`config.mk`:
```
export PLATFORM = sky130hd
export DESIGN_NAME = flash_cmd_decoder
export DESIGN_NICKNAME = d
export VERILOG_FILES = /design/src/rtl/flash_cmd_pkg.sv /design/src/rtl/fcd_wr_strobe.sv /design/src/rtl/fcd_classify.sv /design/src/rtl/fcd_sector_buf.sv /design/src/rtl/fcd_seq_fsm.sv /design/src/rtl/flash_cmd_decoder.sv
export SDC_FILE = /design/constraint.sdc
export NUM_CORES = 1
export LEC_CHECK = 0
export ABC_CLOCK_PERIOD_IN_PS = 5900
export CORE_MARGIN = 8
export CORE_UTILIZATION = 67
export DETAILED_ROUTE_END_ITERATION = 8
export DONT_BUFFER_PORTS = 1
export PLACE_DENSITY = 0.83
export SETUP_SLACK_MARGIN = 0.05
export SLEW_MARGIN = 20
export SYNTH_ARGS = -nofsm -noshare
export SYNTH_HDL_FRONTEND = slang
export SYNTH_SLANG_ARGS = --single-unit
export TNS_END_PERCENT = 30
```
`constraint.sdc`:
```
create_clock -name clk -period 5.9 [get_ports clk]
set_input_delay 0.295 -clock clk [delete_from_list [all_inputs] [get_ports clk]]
set_output_delay 0.295 -clock clk [all_outputs]
set_load 0.02 [all_outputs]
```
`src/rtl/flash_cmd_pkg.sv`:
```
package flash_cmd_pkg;

   typedef enum logic [1:0] {
      OP_NONE = 2'd0,
      OP_PROG = 2'd1,
      OP_CHIP = 2'd2,
      OP_SECT = 2'd3
   } fop_e;

   typedef enum logic [3:0] {
      ST_READ,
      ST_UNL1,
      ST_UNL2,
      ST_ERS3,
      ST_ERS4,
      ST_ERS5,
      ST_PGM,
      ST_WIN,
      ST_BUSY
   } fst_e;

   typedef struct packed {
      logic unl_a;
      logic unl_b;
      logic cmd_erase;
      logic cmd_prog;
      logic dat_chip;
      logic dat_sect;
   } cyc_class_t;

   localparam logic [10:0] ADR_KEY_A  = 11'h555;
   localparam logic [10:0] ADR_KEY_B  = 11'h2AA;
   localparam logic [7:0]  DAT_KEY_A  = 8'hAA;
   localparam logic [7:0]  DAT_KEY_B  = 8'h55;
   localparam logic [7:0]  DAT_ERASE  = 8'h80;
   localparam logic [7:0]  DAT_PROG   = 8'hA0;
   localparam logic [7:0]  DAT_CHIP   = 8'h10;
   localparam logic [7:0]  DAT_SECT   = 8'h30;

endpackage

```
`src/rtl/fcd_wr_strobe.sv`:
```
module fcd_wr_strobe #(
   parameter bit RISE_EDGE = 1'b1
) (
   input  logic clk,
   input  logic rst_n,
   input  logic bus_we_n,
   output logic wr_evt
);
   logic we_prev_q;

   always_ff @(posedge clk or negedge rst_n) begin
      if (!rst_n) we_prev_q <= 1'b1;
      else        we_prev_q <= bus_we_n;
   end

   generate
      if (RISE_EDGE) begin : g_rise
         assign wr_evt = bus_we_n & ~we_prev_q;
      end else begin : g_fall
         assign wr_evt = ~bus_we_n & we_prev_q;
      end
   endgenerate

endmodule

```
`src/rtl/fcd_classify.sv`:
```
module fcd_classify
   import flash_cmd_pkg::*;
#(
   parameter int CMP_W = 11
) (
   input  logic [CMP_W-1:0] cmp_addr,
   input  logic [7:0]       wr_data,
   output cyc_class_t       cls
);
   logic at_a, at_b;

   generate
      if (CMP_W != 11) begin : g_bad_cmp
         $error("fcd_classify: CMP_W must be 11");
      end
   endgenerate

   always_comb begin
      at_a          = (cmp_addr == ADR_KEY_A);
      at_b          = (cmp_addr == ADR_KEY_B);
      cls.unl_a     = at_a && (wr_data == DAT_KEY_A);
      cls.unl_b     = at_b && (wr_data == DAT_KEY_B);
      cls.cmd_erase = at_a && (wr_data == DAT_ERASE);
      cls.cmd_prog  = at_a && (wr_data == DAT_PROG);
      cls.dat_chip  = at_a && (wr_data == DAT_CHIP);
      cls.dat_sect  = (wr_data == DAT_SECT);
   end

endmodule

```
`src/rtl/fcd_sector_buf.sv`:
```
module fcd_sector_buf #(
   parameter int NUM_SECT = 8,
   parameter int SECT_W   = 3,
   parameter int WIN_CYC  = 2500
) (
   input  logic                clk,
   input  logic                rst_n,
   input  logic                clr,
   input  logic                set_all,
   input  logic                add_en,
   input  logic [SECT_W-1:0]   add_idx,
   input  logic                win_load,
   input  logic                win_run,
   output logic [NUM_SECT-1:0] map,
   output logic                win_expire
);
   localparam int TMR_W = $clog2(WIN_CYC);
   localparam logic [TMR_W-1:0] TMR_TOP = TMR_W'(WIN_CYC - 1);

   logic [TMR_W-1:0] tmr_q;

   generate
      for (genvar g = 0; g < NUM_SECT; g++) begin : g_bit
         always_ff @(posedge clk or negedge rst_n) begin
            if (!rst_n)                                       map[g] <= 1'b0;
            else if (clr)                                     map[g] <= 1'b0;
            else if (set_all)                                 map[g] <= 1'b1;
            else if (add_en && (add_idx == SECT_W'(g)))       map[g] <= 1'b1;
         end
      end
   endgenerate

   always_ff @(posedge clk or negedge rst_n) begin
      if (!rst_n)                        tmr_q <= '0;
      else if (win_load)                 tmr_q <= TMR_TOP;
      else if (win_run && tmr_q != '0)   tmr_q <= tmr_q - 1'b1;
   end

   assign win_expire = win_run && (tmr_q == '0);

   p_tmr_bound_r4: assert property (@(posedge clk) disable iff (!rst_n)
      tmr_q <= TMR_TOP);

   p_map_keeps_r5: assert property (@(posedge clk) disable iff (!rst_n)
      (!clr) |=> ((map & $past(map)) == $past(map)));

endmodule

```
`src/rtl/fcd_seq_fsm.sv`:
```
module fcd_seq_fsm
   import flash_cmd_pkg::*;
#(
   parameter int ADDR_W = 18
) (
   input  logic              clk,
   input  logic              rst_n,
   input  logic              wr_evt,
   input  cyc_class_t        cls,
   input  logic [ADDR_W-1:0] wr_addr,
   input  logic [7:0]        wr_data,
   input  logic              eng_done,
   input  logic              win_expire,
   output fst_e              st_q,
   output logic              clr,
   output logic              set_all,
   output logic              add_en,
   output logic              win_load,
   output logic              win_run,
   output logic              start_req_q,
   output fop_e              op_q,
   output logic [ADDR_W-1:0] pg_addr_q,
   output logic [7:0]        pg_data_q
);
   fst_e nxt;
   logic go, cap_pgm;
   fop_e go_op;

   always_comb begin
      nxt      = st_q;
      set_all  = 1'b0;
      add_en   = 1'b0;
      win_load = 1'b0;
      go       = 1'b0;
      go_op    = OP_NONE;
      cap_pgm  = 1'b0;
      unique case (st_q)
         ST_READ: if (wr_evt) nxt = cls.unl_a ? ST_UNL1 : ST_READ;
         ST_UNL1: if (wr_evt) nxt = cls.unl_b ? ST_UNL2 : ST_READ;
         ST_UNL2: if (wr_evt) begin
            if (cls.cmd_erase)     nxt = ST_ERS3;
            else if (cls.cmd_prog) nxt = ST_PGM;
            else                   nxt = ST_READ;
         end
         ST_ERS3: if (wr_evt) nxt = cls.unl_a ? ST_ERS4 : ST_READ;
         ST_ERS4: if (wr_evt) nxt = cls.unl_b ? ST_ERS5 : ST_READ;
         ST_ERS5: if (wr_evt) begin
            if (cls.dat_chip) begin
               set_all = 1'b1;
               go      = 1'b1;
               go_op   = OP_CHIP;
               nxt     = ST_BUSY;
            end else if (cls.dat_sect) begin
               add_en   = 1'b1;
               win_load = 1'b1;
               nxt      = ST_WIN;
            end else begin
               nxt = ST_READ;
            end
         end
         ST_PGM: if (wr_evt) begin
            cap_pgm = 1'b1;
            go      = 1'b1;
            go_op   = OP_PROG;
            nxt     = ST_BUSY;
         end
         ST_WIN: begin
            if (wr_evt) begin
               if (cls.dat_sect) begin
                  add_en   = 1'b1;
                  win_load = 1'b1;
               end else begin
                  nxt = ST_READ;
               end
            end else if (win_expire) begin
               go    = 1'b1;
               go_op = OP_SECT;
               nxt   = ST_BUSY;
            end
         end
         ST_BUSY: if (eng_done) nxt = ST_READ;
         default: nxt = ST_READ;
      endcase
   end

   assign clr     = (nxt == ST_READ);
   assign win_run = (st_q == ST_WIN);

   always_ff @(posedge clk or negedge rst_n) begin
      if (!rst_n) begin
         st_q        <= ST_READ;
         start_req_q <= 1'b0;
         op_q        <= OP_NONE;
         pg_addr_q   <= '0;
         pg_data_q   <= '0;
      end else begin
         st_q        <= nxt;
         start_req_q <= go;
         if (go) op_q <= go_op;
         if (cap_pgm) begin
            pg_addr_q <= wr_addr;
            pg_data_q <= wr_data;
         end
      end
   end

   p_pulse_once_r10: assert property (@(posedge clk) disable iff (!rst_n)
      start_req_q |=> !start_req_q);

   p_start_busy_r10: assert property (@(posedge clk) disable iff (!rst_n)
      start_req_q |-> (st_q == ST_BUSY));

   p_busy_quiet_r7: assert property (@(posedge clk) disable iff (!rst_n)
      (st_q == ST_BUSY) |=> !start_req_q);

   p_done_read_r7: assert property (@(posedge clk) disable iff (!rst_n)
      ((st_q == ST_BUSY) && eng_done) |=> (st_q == ST_READ));

endmodule

```
`src/rtl/flash_cmd_decoder.sv`:
```
module flash_cmd_decoder
   import flash_cmd_pkg::*;
#(
   parameter int ADDR_W    = 18,
   parameter int NUM_SECT  = 8,
   parameter int WIN_CYC   = 2500,
   parameter bit RISE_EDGE = 1'b1
) (
   input  logic                clk,
   input  logic                rst_n,
   input  logic [ADDR_W-1:0]   bus_addr,
   input  logic [7:0]          bus_data,
   input  logic                bus_we_n,
   input  logic                eng_done,
   output logic                read_mode,
   output logic                eng_start,
   output logic [1:0]          start_op,
   output logic [NUM_SECT-1:0] start_sect_map,
   output logic [ADDR_W-1:0]   start_addr,
   output logic [7:0]          start_data
);
   localparam int SECT_W = (NUM_SECT > 1) ? $clog2(NUM_SECT) : 1;
   localparam int CMP_W  = 11;

   generate
      if (NUM_SECT < 2 || NUM_SECT != (1 << SECT_W)) begin : g_bad_sect
         $error("flash_cmd_decoder: NUM_SECT must be a power of two >= 2");
      end
      if (WIN_CYC < 2) begin : g_bad_win
         $error("flash_cmd_decoder: WIN_CYC must be at least 2");
      end
      if (ADDR_W < CMP_W || ADDR_W < SECT_W) begin : g_bad_addr
         $error("flash_cmd_decoder: ADDR_W too small");
      end
   endgenerate

   logic       wr_evt;
   cyc_class_t cls;
   fst_e       st;
   fop_e       op;
   logic       clr, set_all, add_en, win_load, win_run, win_expire;

   fcd_wr_strobe #(.RISE_EDGE(RISE_EDGE)) u_strobe (
      .clk      (clk),
      .rst_n    (rst_n),
      .bus_we_n (bus_we_n),
      .wr_evt   (wr_evt)
   );

   fcd_classify #(.CMP_W(CMP_W)) u_cls (
      .cmp_addr (bus_addr[CMP_W-1:0]),
      .wr_data  (bus_data),
      .cls      (cls)
   );

   fcd_seq_fsm #(.ADDR_W(ADDR_W)) u_fsm (
      .clk         (clk),
      .rst_n       (rst_n),
      .wr_evt      (wr_evt),
      .cls         (cls),
      .wr_addr     (bus_addr),
      .wr_data     (bus_data),
      .eng_done    (eng_done),
      .win_expire  (win_expire),
      .st_q        (st),
      .clr         (clr),
      .set_all     (set_all),
      .add_en      (add_en),
      .win_load    (win_load),
      .win_run     (win_run),
      .start_req_q (eng_start),
      .op_q        (op),
      .pg_addr_q   (start_addr),
      .pg_data_q   (start_data)
   );

   fcd_sector_buf #(
      .NUM_SECT (NUM_SECT),
      .SECT_W   (SECT_W),
      .WIN_CYC  (WIN_CYC)
   ) u_sbuf (
      .clk        (clk),
      .rst_n      (rst_n),
      .clr        (clr),
      .set_all    (set_all),
      .add_en     (add_en),
      .add_idx    (bus_addr[ADDR_W-1 -: SECT_W]),
      .win_load   (win_load),
      .win_run    (win_run),
      .map        (start_sect_map),
      .win_expire (win_expire)
   );

   assign read_mode = (st == ST_READ);
   assign start_op  = op;

   p_idle_empty_r6: assert property (@(posedge clk) disable iff (!rst_n)
      read_mode |-> (start_sect_map == '0));

   p_chip_full_r2: assert property (@(posedge clk) disable iff (!rst_n)
      (eng_start && start_op == 2'd2) |-> (&start_sect_map));

   p_sect_some_r3: assert property (@(posedge clk) disable iff (!rst_n)
      (eng_start && start_op == 2'd3) |-> (|start_sect_map));

endmodule

```
==> results of run 1 <==
==> logic make-up after synthesis <==
logic type | count (synthesis) | share of synthesized area [%]
and+or+nand+nor | 134 | 28.5
DFF | 54 | 49.7
AOI/OAI and AO/OA | 27 | 6.16
muxes | 22 | 9.11
buffers and inverters | 13 | 2.02
xor gates and xnor gates | 11 | 3.54
adders and majority gates | 2 | 0.920
==> metal layers <==
metal	vias up	global-route usage (%)	routed length (µm)
met5	-	0	0
met4	0	7.22	115
met3	12	7.55	599
met2	79	32.3	3050
met1	971	23.8	2410
li1	947	-	-
==> state kept, by name (all words and copies together) (netlist names) <==
signal,flops
u_fsm.start_req_q,1
u_sbuf.map,8
u_fsm.st_q,4
u_strobe.we_prev_q,1
u_sbuf.tmr_q,12
u_fsm.pg_data_q,8
u_fsm.pg_addr_q,18
u_fsm.op_q,2
==> worst min-delay path by stage <==
| stage | startpoint | end | slack, ns |
|---|---|---|---|
| floorplan | rst_n | u_fsm.op_q[0]$_DFFE_PN0P_ | -0.0006 |
| global placement | rst_n | u_fsm.pg_addr_q[2]$_DFFE_PN0P_ | 0.0005 |
| detailed placement | rst_n | u_fsm.pg_addr_q[5]$_DFFE_PN0P_ | 0.0004 |
| CTS | bus_addr[12] | u_fsm.pg_addr_q[12]$_DFFE_PN0P_ | 0.08 |
| global route | bus_addr[11] | u_fsm.pg_addr_q[11]$_DFFE_PN0P_ | 0.07 |
| finish | bus_addr[14] | u_fsm.pg_addr_q[14]$_DFFE_PN0P_ | 0.08 |
==> layout by cell type (no fill, tap or decap), types with 4 or more instances in the layout <==
| master | count |
|---|---|
| sky130_fd_sc_hd__nor3_1 | 15 |
| sky130_fd_sc_hd__nand3b_1 | 4 |
| sky130_fd_sc_hd__nor3b_1 | 4 |
| sky130_fd_sc_hd__nand2_1 | 38 |
| sky130_fd_sc_hd__nor4bb_1 | 5 |
| sky130_fd_sc_hd__nand3_1 | 6 |
| sky130_fd_sc_hd__mux2_2 | 22 |
| sky130_fd_sc_hd__inv_1 | 4 |
| sky130_fd_sc_hd__nand4_1 | 7 |
| sky130_fd_sc_hd__a21oi_1 | 10 |
| sky130_fd_sc_hd__nand2b_1 | 7 |
| sky130_fd_sc_hd__clkbuf_8 | 5 |
| sky130_fd_sc_hd__dfrtp_1 | 53 |
| sky130_fd_sc_hd__o21ai_0 | 6 |
| sky130_fd_sc_hd__xor2_1 | 10 |
| sky130_fd_sc_hd__nor2_1 | 19 |
| sky130_fd_sc_hd__nor2b_1 | 5 |
==> area by class of cell <==
cell class,instances,area (µm²)
clock inverters,3,68.8
inverters,4,15.0
repair buffers,4,55.1
fillers,279,1000
clock buffers,5,68.8
multi-input cells,196,1320
well taps,50,62.6
flip-flops and latches,54,1350
==> worst register-to-register path: cells and delay by family (launching register included) <==
family	cells	cell delay, ns
simple gates	4	1.50
flops	1	0.42
compound gates	2	0.24
fa+ha+maj	1	0.15
buf+inv	1	0.11
==> power by group <==
group          internal (mW)  switching, mW  leakage (nW)
registers              0.375        0.00901         0.710
clock network          0.170          0.119        0.0683
logic                 0.0106         0.0143         0.570
==> per-stage QoR <==
step / instances / cell area, µm²
2_1_floorplan: 263 / 2720
3_3_place_gp: 305 / 2750
3_5_place_dp: 305 / 2750
4_1_cts: 316 / 2940
5_1_grt: 316 / 2940
6_report: 316 / 2940
==> cell usage after synthesis (2+ instances only) <==
master	count	area share, %
sky130_fd_sc_hd__o21ai_0	6	1.1
sky130_fd_sc_hd__and3b_1	2	0.64
sky130_fd_sc_hd__inv_1	4	0.55
sky130_fd_sc_hd__nor3_1	15	2.8
sky130_fd_sc_hd__nor4bb_1	5	1.8
sky130_fd_sc_hd__a31oi_1	2	0.46
sky130_fd_sc_hd__mux2_2	22	9.1
sky130_fd_sc_hd__nand3b_1	4	1.1
sky130_fd_sc_hd__nand4_1	7	1.6
sky130_fd_sc_hd__nor4b_1	3	0.97
sky130_fd_sc_hd__o31ai_1	2	0.55
sky130_fd_sc_hd__ha_1	2	0.92
sky130_fd_sc_hd__a21o_1	2	0.55
sky130_fd_sc_hd__nor4_1	2	0.46
sky130_fd_sc_hd__buf_2	2	0.37
sky130_fd_sc_hd__clkbuf_1	6	0.83
sky130_fd_sc_hd__nor2_1	19	2.6
sky130_fd_sc_hd__xor2_1	10	3.2
sky130_fd_sc_hd__dfrtp_1	53	49
sky130_fd_sc_hd__nor3b_1	4	1.1
sky130_fd_sc_hd__nor2b_1	5	1.1
sky130_fd_sc_hd__a21oi_1	10	1.8
sky130_fd_sc_hd__a2111oi_0	2	0.64
sky130_fd_sc_hd__and4_1	2	0.64
sky130_fd_sc_hd__nand3_1	6	1.1
sky130_fd_sc_hd__nand2_1	39	5.4
sky130_fd_sc_hd__or3_1	2	0.46
sky130_fd_sc_hd__nand2b_1	7	1.6
sky130_fd_sc_hd__and4b_1	3	1.1
==> insert_results.sql, run 1 <==
INSERT INTO impl_metrics (metric_group, metric, value, unit) VALUES
('setup_path', 'ff2ff_setup_slack', '3.34', 'ns'),
('setup_path', 'cp-end-kind', 'register', ''),
('die', 'ioPinCount', '68', ''),
('routing', 'avgRoutedWirePerCell', '19.5', 'µm'),
('clocking', 'cts_tree', 'done', ''),
('placement', 'dp_worst_slack', '3.37', 'ns'),
('sta', 'skew', '0.00735', 'ns'),
('clocking', 'cts_made_buffers', '5', ''),
('setup_path', 'worst-endpoint-required', '6.07', 'ns'),
('clocking', 'clock_latency', '0.31', 'ns'),
('min_path', 'worst_hold_path.num_cells', '2', ''),
('placement', 'hpwlAfterDp', '4.47', 'mm'),
('setup_path', 'cp-start-kind', 'register', ''),
('clocking', 'clk_path_buf_depth', '2', ''),
('setup_path', 'path_cells', 'inv_1 -> ha_1 -> nor3b_1 -> and4b_4 -> a311oi_1 -> or4b_4 -> and4b_1 -> a21oi_1', ''),
('pwr', 'vdd_drop_max', '174', 'µV'),
('logic_synthesis', 'yosys_warnings', '0', ''),
('sta', 'worst_slew_pin_tran', '0.977', 'ns'),
('sta', 'max_slew_vio_count', '0', ''),
('logic_synthesis', 'synth-seq-area-share', '49.7', '%'),
('placement', 'place.port_buffers', '0', ''),
('routing', 'finalWirelength', '6.17', 'mm'),
('setup_path', 'crit_path_max_fanout', '8', ''),
('routing', 'drt-pass1-iter-count', '4', ''),
('clocking', 'cts_post_setup_buffers_inserted', '0', ''),
('flow_run', 'maxCapViolations', '0', ''),
('sta', 'setup_slack', '3.34', 'ns'),
('sta', 'final_number_of_setup_violating_endpoints', '0', ''),
('logic_synthesis', 'postSynth.asyncResetShare', '100', '%'),
('cells_and_area', 'num_antenna_cells', '0', ''),
('global_routing', 'grt-ovfl-total', '0', ''),
('placement', 'gp_congestion', '0.877', ''),
('sta', 'timing.max_slew.rel_slack', '34.0', '%'),
('cells_and_area', 'final_net_count', '297', ''),
('min_path', 'hold_path_class', 'input port to register', ''),
('global_routing', 'grt_first_pass_wirelength', '9.97', 'mm'),
('clocking', 'cts-hold-fix-buffers', '3', ''),
('logic_synthesis', 'edff_count_synth', '0', ''),
('setup_path', 'path_delay_family', 'simple AND/OR/NAND/NOR gates', ''),
('global_routing', 'maximum_number_of_pins_on_one_net_before_global_route_repair', '55', ''),
('die', 'placement_rows', '23', ''),
('logic_synthesis', 'postSynthCellCount', '263', ''),
('cells_and_area', 'fraction_of_layout_cells_with_a_size_suffix_above_1', '15.0', '%'),
('routing', 'vias', '2009', ''),
('routing', 'vias_per_cell', '6.36', ''),
('global_routing', 'number_of_antenna_violations_at_the_first_check_in_global_routing', '0', ''),
('setup_path', 'cpPeakStageDelay', '0.57', 'ns'),
('setup_path', 'worst-endpoint-arrival', '2.72', 'ns'),
('sta', 'timing.hold.ws', '0.0804', 'ns'),
('global_routing', 'track_usage', '20.0', '%'),
('routing', 'drt_iter0_drc', '146', ''),
('setup_path', 'reg2reg_from', 'u_sbuf.tmr_q[0]$_DFFE_PN0P_', ''),
('cells_and_area', 'area_delta_synth_final', '8.00', '%'),
('setup_path', 'critical_path.reg2reg.endpoint', 'u_sbuf.map[6]$_DFFE_PN0P_', ''),
('setup_path', 'rr_worst_depth', '8', ''),
('sta', 'finalHoldViolCount', '0', ''),
('die', 'fp.dieArea', '6350', 'µm²'),
('pwr', 'report.power.total', '0.698', 'mW'),
('logic_synthesis', 'dominantRegCellSynth', 'sky130_fd_sc_hd__dfrtp_1', ''),
('sta', 'final.min_clock_period', '2.56', 'ns'),
('status', 'outcome', 'finished, final reports clean', ''),
('die', 'initial_core_util', '69.0', '%'),
('logic_synthesis', 'synthesis.area', '2720', 'µm²'),
('logic_synthesis', 'synth.ff_latch_count', '54', ''),
('sta', 'grt_setup_unrepaired', 'no', ''),
('setup_path', 'timing_worst_setup_path_type', 'register to register', ''),
('routing', 'detail-route-antenna-nets', '0', ''),
('die', 'die_width', '79.7', 'µm'),
('setup_path', 'critical_path_buf_inv_count', '1', ''),
('logic_synthesis', 'synth.net_count', '295', ''),
('die', 'core_area', '3940', 'µm²');
Note: power is estimated with default switching activity, not from simulation.
==> inputs of run 2 (changes only) <==
ABC_CLOCK_PERIOD_IN_PS = 2500   (was 5900)
CORE_UTILIZATION = 63   (was 67)
PLACE_DENSITY = 0.79   (was 0.83)
clock period = 2.5 ns   (was 5.9 ns; I/O delays follow)
==> run 2 against run 1 <==
  * Via count increased by 9.9%
  * Fmax grew 8.7%
  * Flip-flop and latch count unchanged
  * Critical path depth is the same
  * Hold slack worse by 0.015 ns
  * Sequential share of layout area decreased by 4.7 points
  * First-iteration DRC count unchanged
==> insert_results.sql, run 2 (synthesized netlist as in run 1, its figures left out) <==
INSERT INTO impl_metrics (metric_group, metric, value, unit) VALUES
('sta', 'skew', '0.00626', 'ns'),
('cells_and_area', 'top_register', 'u_fsm.pg_addr_q', ''),
('clocking', 'htree_num_levels', '2', ''),
('global_routing', 'track_usage', '22.6', '%'),
('min_path', 'hold_path_class', 'input port to register', ''),
('cells_and_area', 'num_antenna_cells', '0', ''),
('routing', 'vias', '2208', ''),
('cells_and_area', 'multi_input_comb_area', '1330', 'µm²'),
('sta', 'achievable-frequency', '425', 'MHz'),
('global_routing', 'first_global_vias', '2368', ''),
('sta', 'setup_slack', '0.147', 'ns'),
('routing', 'drt-pass1-iter-count', '4', ''),
('sta', 'setup_tns', '0', 'ns'),
('placement', 'place.port_buffers', '0', ''),
('sta', 'timing.max_slew.rel_slack', '57.0', '%'),
('routing', 'detail-route-antenna-nets', '0', ''),
('cells_and_area', 'largest_register_ffs', '18', ''),
('clocking', 'numClockSinks', '54', ''),
('clocking', 'clk_pin_slew', '0.09', 'ns'),
('die', 'placement_rows', '24', ''),
('cells_and_area', 'fraction_of_layout_cells_with_a_size_suffix_above_1', '18.8', '%'),
('cells_and_area', 'mostFrequentLayoutCells', 'sky130_fd_sc_hd__dfrtp_1 (51), sky130_fd_sc_hd__nand2_1 (39), sky130_fd_sc_hd__dlygate4sd3_1 (28), sky130_fd_sc_hd__mux2_2 (22), sky130_fd_sc_hd__nor2_1 (19)', ''),
('die', 'initial_core_util', '63.8', '%'),
('placement', 'hpwlAfterDp', '4.68', 'mm'),
('placement', 'gp_congestion', '0.879', ''),
('cells_and_area', 'area_delta_synth_final', '20.5', '%'),
('setup_path', 'cp-start-kind', 'register', ''),
('cells_and_area', 'largestRegisters', 'u_fsm.pg_addr_q: 18 flops, u_sbuf.tmr_q: 12 flops', ''),
('sta', 'finalHoldViolCount', '0', ''),
('flow_run', 'maxCapViolations', '0', ''),
('die', 'core_area', '4260', 'µm²'),
('pwr', 'combPwrFrac', '6.1', '%'),
('clocking', 'clk_path_buf_depth', '2', ''),
('routing', 'drcViolationCount', '0', ''),
('routing', 'finalWirelength', '7.03', 'mm'),
('pwr', 'p_int', '1.22', 'mW'),
('setup_path', 'crit_path_max_fanout', '8', ''),
('clocking', 'cts-root-buf', 'sky130_fd_sc_hd__clkbuf_8', ''),
('pwr', 'clockPowerShare', '35.5', '%'),
('pwr', 'power_density', '473', 'nW/µm²'),
('sta', 'timing.hold.ws', '0.0650', 'ns'),
('pwr', 'vdd_drop_max', '355', 'µV'),
('pwr', 'p_switching', '0.333', 'mW'),
('pwr', 'p_sw_share', '21.5', '%'),
('clocking', 'cts_tree', 'done', ''),
('die', 'die_height', '81.7', 'µm'),
('cells_and_area', 'final_net_count', '335', ''),
('cells_and_area', 'final_core_utilization', '76.9', '%'),
('routing', 'drt_iter0_drc', '146', ''),
('sta', 'final.min_clock_period', '2.35', 'ns'),
('sta', 'finalCritPeriodShare', '94.1', '%'),
('setup_path', 'timing_worst_setup_path_type', 'register to register', ''),
('cells_and_area', 'sequential_cell_area', '1360', 'µm²'),
('pwr', 'power_leakage', '1.50', 'nW'),
('routing', 'vias_per_cell', '6.20', ''),
('die', 'die_width', '81.7', 'µm'),
('routing', 'avgRoutedWirePerCell', '19.7', 'µm'),
('placement', 'dp_worst_slack', '0.0370', 'ns'),
('status', 'outcome', 'finished, final reports clean', ''),
('clocking', 'cts_made_buffers', '5', ''),
('sta', 'grt_setup_unrepaired', 'no', ''),
('global_routing', 'number_of_antenna_violations_at_the_first_check_in_global_routing', '0', ''),
('clocking', 'clock_latency', '0.31', 'ns'),
('global_routing', 'maximum_number_of_pins_on_one_net_before_global_route_repair', '55', ''),
('cells_and_area', 'fillers', '277', ''),
('setup_path', 'cp-end-kind', 'register', ''),
('sta', 'final_number_of_setup_violating_endpoints', '0', ''),
('die', 'ioPinCount', '68', ''),
('sta', 'max_slew_vio_count', '0', ''),
('sta', 'worst_slew_pin_tran', '0.639', 'ns'),
('pwr', 'seq_power_share', '58.4', '%'),
('setup_path', 'worst-endpoint-arrival', '2.55', 'ns'),
('die', 'fp.dieArea', '6680', 'µm²'),
('cells_and_area', 'most_common_cell_after_layout_fill_and_taps_aside', 'sky130_fd_sc_hd__dfrtp_1', ''),
('global_routing', 'grt_first_pass_wirelength', '11.6', 'mm'),
('setup_path', 'worst-endpoint-required', '2.70', 'ns'),
('global_routing', 'grt-ovfl-total', '0', '');
-- run 2: cell count changes in the layout (fill, tap and decap cells not counted), sizes merged --
cell	change
buf	+12
clkbuf	+3
bufinv	-2
dlygate4sd3	+26
clkinv	-1
-- run 2: metal layers --
| metal | up-vias | global-route usage [%] | wire, µm |
|---|---|---|---|
| li1 | 1018 | - | - |
| met5 | - | 0 | 0 |
| met3 | 21 | 7.77 | 600 |
| met4 | 0 | 13.3 | 262 |
| met1 | 1076 | 25.3 | 2590 |
| met2 | 93 | 37.0 | 3580 |
-- run 2: stage by stage --
stage	cells	instance area, µm²	total power, mW
after floorplan	263	2720	0.951
after global placement	317	2830	0.958
after detailed placement	317	2830	0.959
after CTS	354	3250	1.56
after global routing	356	3280	1.60
final	356	3280	1.55
-- run 2: power groups by stage --
stage / logic [mW] / registers, mW / clock network (mW)
finish: 0.0946 / 0.906 / 0.550
global route: 0.105 / 0.908 / 0.592
CTS: 0.0930 / 0.906 / 0.564
detailed placement: 0.0352 / 0.924 / 0
global placement: 0.0342 / 0.923 / 0
floorplan: 0.0299 / 0.921 / 0
-- run 2: final cells by class --
cell class	instances	area share (%)
Inverter	4	0.458
Multi-Input combinational cell	196	40.5
Clock buffer	8	3.36
Sequential cell	54	41.3
Tap cell	52	1.98
Timing Repair Buffer	42	12.4
-- run 2: worst max-delay path: stages, from the launching register on --
cell and delay (ns):
sky130_fd_sc_hd__dfrtp_1 0.42, sky130_fd_sc_hd__inv_1 0.09, sky130_fd_sc_hd__ha_1 0.14, sky130_fd_sc_hd__nor3b_2 0.17
sky130_fd_sc_hd__and4b_4 0.29, sky130_fd_sc_hd__a311oi_2 0.11, sky130_fd_sc_hd__or4b_4 0.55, sky130_fd_sc_hd__and4b_4 0.40
sky130_fd_sc_hd__a21oi_1 0.08
-- run 2: repair_timing --
item	in CTS	in global routing
pin swaps	0	3
buffers inserted	0	2
setup endpoints to repair	8	8
hold buffers	29	0
endpoints found under the hold margin	81	0
resized for setup	1	6
-- run 2: final timing paths --
| kind | startpoint | end | slack, ns | depth (start not counted) |
|---|---|---|---|---|
| worst max-delay path | u_sbuf.tmr_q[1]$_DFFE_PN0P_ | u_sbuf.map[3]$_DFFE_PN0P_ | 0.15 | 8 |
| worst min-delay path | bus_addr[15] | u_sbuf.map[4]$_DFFE_PN0P_ | 0.07 | 3 |
| worst max register to register | u_sbuf.tmr_q[1]$_DFFE_PN0P_ | u_sbuf.map[3]$_DFFE_PN0P_ | 0.15 | 8 |
| worst min register to register | u_sbuf.tmr_q[11]$_DFFE_PN0P_ | u_sbuf.tmr_q[11]$_DFFE_PN0P_ | 0.54 | 2 |
| max in group asynchronous | rst_n | u_strobe.we_prev_q$_DFF_PN1_ | 1.91 | 2 |
| min in group asynchronous | rst_n | u_fsm.pg_addr_q[11]$_DFFE_PN0P_ | 0.31 | 2 |
==> inputs of run 3 (changes only) <==
GPL_TIMING_DRIVEN = 0   (was default)
==> run 3 against run 2 <==
  * Clock skew is essentially flat
  * Combinational power down 2%
  * First-iteration DRC count increased by 27%
  * Die area stayed put
  * Utilization fell by 1.3 points
  * Global-route usage down 0.79 points
  * Sequential power barely moved
  * Largest cell class unchanged
  * Largest power group unchanged
  * Highest routed layer unchanged
==> insert_results.sql, run 3 (synthesized netlist as in run 1, its figures left out) <==
INSERT INTO impl_metrics (metric_group, metric, value, unit) VALUES
('status', 'outcome', 'finished, final reports clean', ''),
('die', 'core_area', '4260', 'µm²'),
('routing', 'drcViolationCount', '0', ''),
('setup_path', 'path_cells', 'nor4_4 -> and4b_4 -> a311oi_1 -> or4b_4 -> and4b_1 -> buf_6 -> a21oi_1', ''),
('sta', 'setup_tns', '0', 'ns'),
('sta', 'timing.hold.ws', '0.0800', 'ns'),
('clocking', 'clock_latency', '0.30', 'ns'),
('routing', 'avgRoutedWirePerCell', '19.4', 'µm'),
('pwr', 'vdd_drop_max', '382', 'µV'),
('die', 'initial_core_util', '63.8', '%'),
('sta', 'final_number_of_setup_violating_endpoints', '0', ''),
('die', 'placement_rows', '24', ''),
('global_routing', 'grt-ovfl-total', '0', ''),
('setup_path', 'timing_worst_setup_path_type', 'register to register', ''),
('setup_path', 'rr_worst_depth', '7', ''),
('cells_and_area', 'top_register', 'u_fsm.pg_addr_q', ''),
('setup_path', 'cpPeakStageDelay', '0.56', 'ns'),
('sta', 'finalCritPeriodShare', '96.6', '%'),
('placement', 'place.port_buffers', '0', ''),
('global_routing', 'maximum_number_of_pins_on_one_net_before_global_route_repair', '55', ''),
('die', 'ioPinCount', '68', ''),
('setup_path', 'path_delay_family', 'simple AND/OR/NAND/NOR gates', ''),
('setup_path', 'cp-start-kind', 'register', ''),
('clocking', 'clk_pin_slew', '0.09', 'ns'),
('pwr', 'power_leakage', '1.47', 'nW'),
('setup_path', 'critical_path_buf_inv_count', '1', ''),
('global_routing', 'grt_first_pass_wirelength', '11.3', 'mm'),
('clocking', 'htree_num_levels', '2', ''),
('die', 'die_height', '81.7', 'µm'),
('flow_run', 'maxCapViolations', '0', ''),
('routing', 'drt_iter0_drc', '186', ''),
('die', 'fp.dieArea', '6680', 'µm²'),
('global_routing', 'first_global_vias', '2255', ''),
('clocking', 'cts-root-buf', 'sky130_fd_sc_hd__clkbuf_8', ''),
('routing', 'vias', '2191', ''),
('setup_path', 'cp-endpoint', 'u_sbuf.map[7]$_DFFE_PN0P_', ''),
('routing', 'vias_per_cell', '6.22', ''),
('cells_and_area', 'largestRegisters', 'u_fsm.pg_addr_q: 18 flops, u_sbuf.tmr_q: 12 flops', ''),
('placement', 'hpwlAfterDp', '4.50', 'mm'),
('sta', 'final.min_clock_period', '2.41', 'ns'),
('cells_and_area', 'fraction_of_layout_cells_with_a_size_suffix_above_1', '15.3', '%'),
('sta', 'worst_slew_pin_tran', '0.678', 'ns'),
('setup_path', 'crit_path_max_fanout', '8', ''),
('sta', 'finalHoldViolCount', '0', ''),
('setup_path', 'crit_path_start', 'u_sbuf.tmr_q[8]$_DFFE_PN0P_', ''),
('cells_and_area', 'largest_register_ffs', '18', ''),
('clocking', 'numClockSinks', '54', ''),
('sta', 'grt_setup_unrepaired', 'yes', ''),
('routing', 'detail-route-antenna-nets', '0', ''),
('cells_and_area', 'num_antenna_cells', '0', ''),
('setup_path', 'timing.critical_path.depth', '7', ''),
('setup_path', 'cp-end-kind', 'register', ''),
('placement', 'gp_congestion', '0.838', ''),
('placement', 'dp_worst_slack', '0.0391', 'ns'),
('setup_path', 'reg2reg_from', 'u_sbuf.tmr_q[8]$_DFFE_PN0P_', ''),
('cells_and_area', 'mostFrequentLayoutCells', 'sky130_fd_sc_hd__dfrtp_1 (51), sky130_fd_sc_hd__nand2_1 (39), sky130_fd_sc_hd__dlygate4sd3_1 (28), sky130_fd_sc_hd__mux2_2 (22), sky130_fd_sc_hd__nor2_1 (19)', ''),
('setup_path', 'worst-endpoint-required', '2.66', 'ns'),
('sta', 'achievable-frequency', '414', 'MHz'),
('sta', 'setup_slack', '0.0860', 'ns'),
('setup_path', 'critical_path.reg2reg.endpoint', 'u_sbuf.map[7]$_DFFE_PN0P_', ''),
('clocking', 'clk_path_buf_depth', '2', ''),
('routing', 'finalWirelength', '6.82', 'mm'),
('setup_path', 'ff2ff_setup_slack', '0.09', 'ns'),
('routing', 'drt-pass1-iter-count', '4', ''),
('cells_and_area', 'most_common_cell_after_layout_fill_and_taps_aside', 'sky130_fd_sc_hd__dfrtp_1', ''),
('sta', 'skew', '0.00663', 'ns'),
('clocking', 'cts_made_buffers', '5', ''),
('global_routing', 'number_of_antenna_violations_at_the_first_check_in_global_routing', '0', ''),
('setup_path', 'worst-endpoint-arrival', '2.58', 'ns'),
('global_routing', 'track_usage', '21.9', '%'),
('pwr', 'power_density', '491', 'nW/µm²'),
('min_path', 'hold_path_class', 'input port to register', ''),
('cells_and_area', 'area_delta_synth_final', '18.5', '%'),
('cells_and_area', 'final_net_count', '331', ''),
('die', 'die_width', '81.7', 'µm'),
('sta', 'timing.max_slew.rel_slack', '54.5', '%'),
('clocking', 'cts_tree', 'done', ''),
('setup_path', 'slowest_stage', 'sky130_fd_sc_hd__or4b_4', ''),
('sta', 'max_slew_vio_count', '0', '');
-- run 3: cell types whose count changed in the layout (fill, tap and decap cells not counted), sizes merged --
cell,before,now
buf,14,4
clkinvlp,0,1
bufinv,0,1
clkbuf,8,12
-- run 3: cell type report --
cell class                      count  area, µm²
Fill cell                         277       1040
Sequential cell                    54       1360
Clock inverter                      2       37.5
Multi-Input combinational cell    196       1320
Timing Repair Buffer               29        308
Buffer                              9       46.3
Tap cell                           52       65.1
Inverter                            4       15.0
Clock buffer                        6       72.6
-- run 3: tightest hold or removal path, cell delays in order --
cell	delay [ns]
sky130_fd_sc_hd__nor3_1	0.03
sky130_fd_sc_hd__nor3_1	0.14
sky130_fd_sc_hd__a21oi_1	0.06
-- run 3: how the worst min path moves through the flow --
stage | start | end | slack (ns) | cells past startpoint
detailed placement | rst_n | u_sbuf.tmr_q[5]$_DFFE_PN0P_ | -0.17 | 0
global placement | rst_n | u_fsm.pg_addr_q[11]$_DFFE_PN0P_ | -0.17 | 0
global route | bus_addr[15] | u_sbuf.map[0]$_DFFE_PN0P_ | 0.08 | 3
finish | bus_addr[15] | u_sbuf.map[0]$_DFFE_PN0P_ | 0.08 | 3
floorplan | rst_n | u_fsm.op_q[0]$_DFFE_PN0P_ | -0.17 | 0
CTS | bus_addr[15] | u_sbuf.map[4]$_DFFE_PN0P_ | 0.06 | 3
-- run 3: power breakdown --
group,internal (mW),leakage [nW],switching [mW],total (mW)
registers,0.885,0.706,0.0216,0.906
clock network,0.299,0.0514,0.284,0.583
logic,0.0523,0.715,0.0407,0.0930
-- run 3: repair_timing --
item,4_1_cts,5_1_grt
hold buffers,29,0
endpoints found under the hold margin,81,0
gates resized for setup,2,8
endpoints found under the setup margin,5,22
buffers inserted,0,0
pin swaps,0,3
-- run 3: routing by layer --
layer  wire length [µm]  GRT usage (%)
met5                  0              0
met4                125           6.67
met3                573           7.99
met2               3420           36.7
met1               2700           25.7
-- run 3: through the flow --
step / util [%] / power (mW) / instances / area (µm²)
after detailed placement: 65.3 / 0.958 / 315 / 2790
after global routing: 75.6 / 1.63 / 352 / 3220
after global placement: 65.3 / 0.957 / 315 / 2790
after floorplan: - / 0.951 / 263 / 2720
after CTS: 75.4 / 1.59 / 352 / 3210
final: 75.6 / 1.58 / 352 / 3220
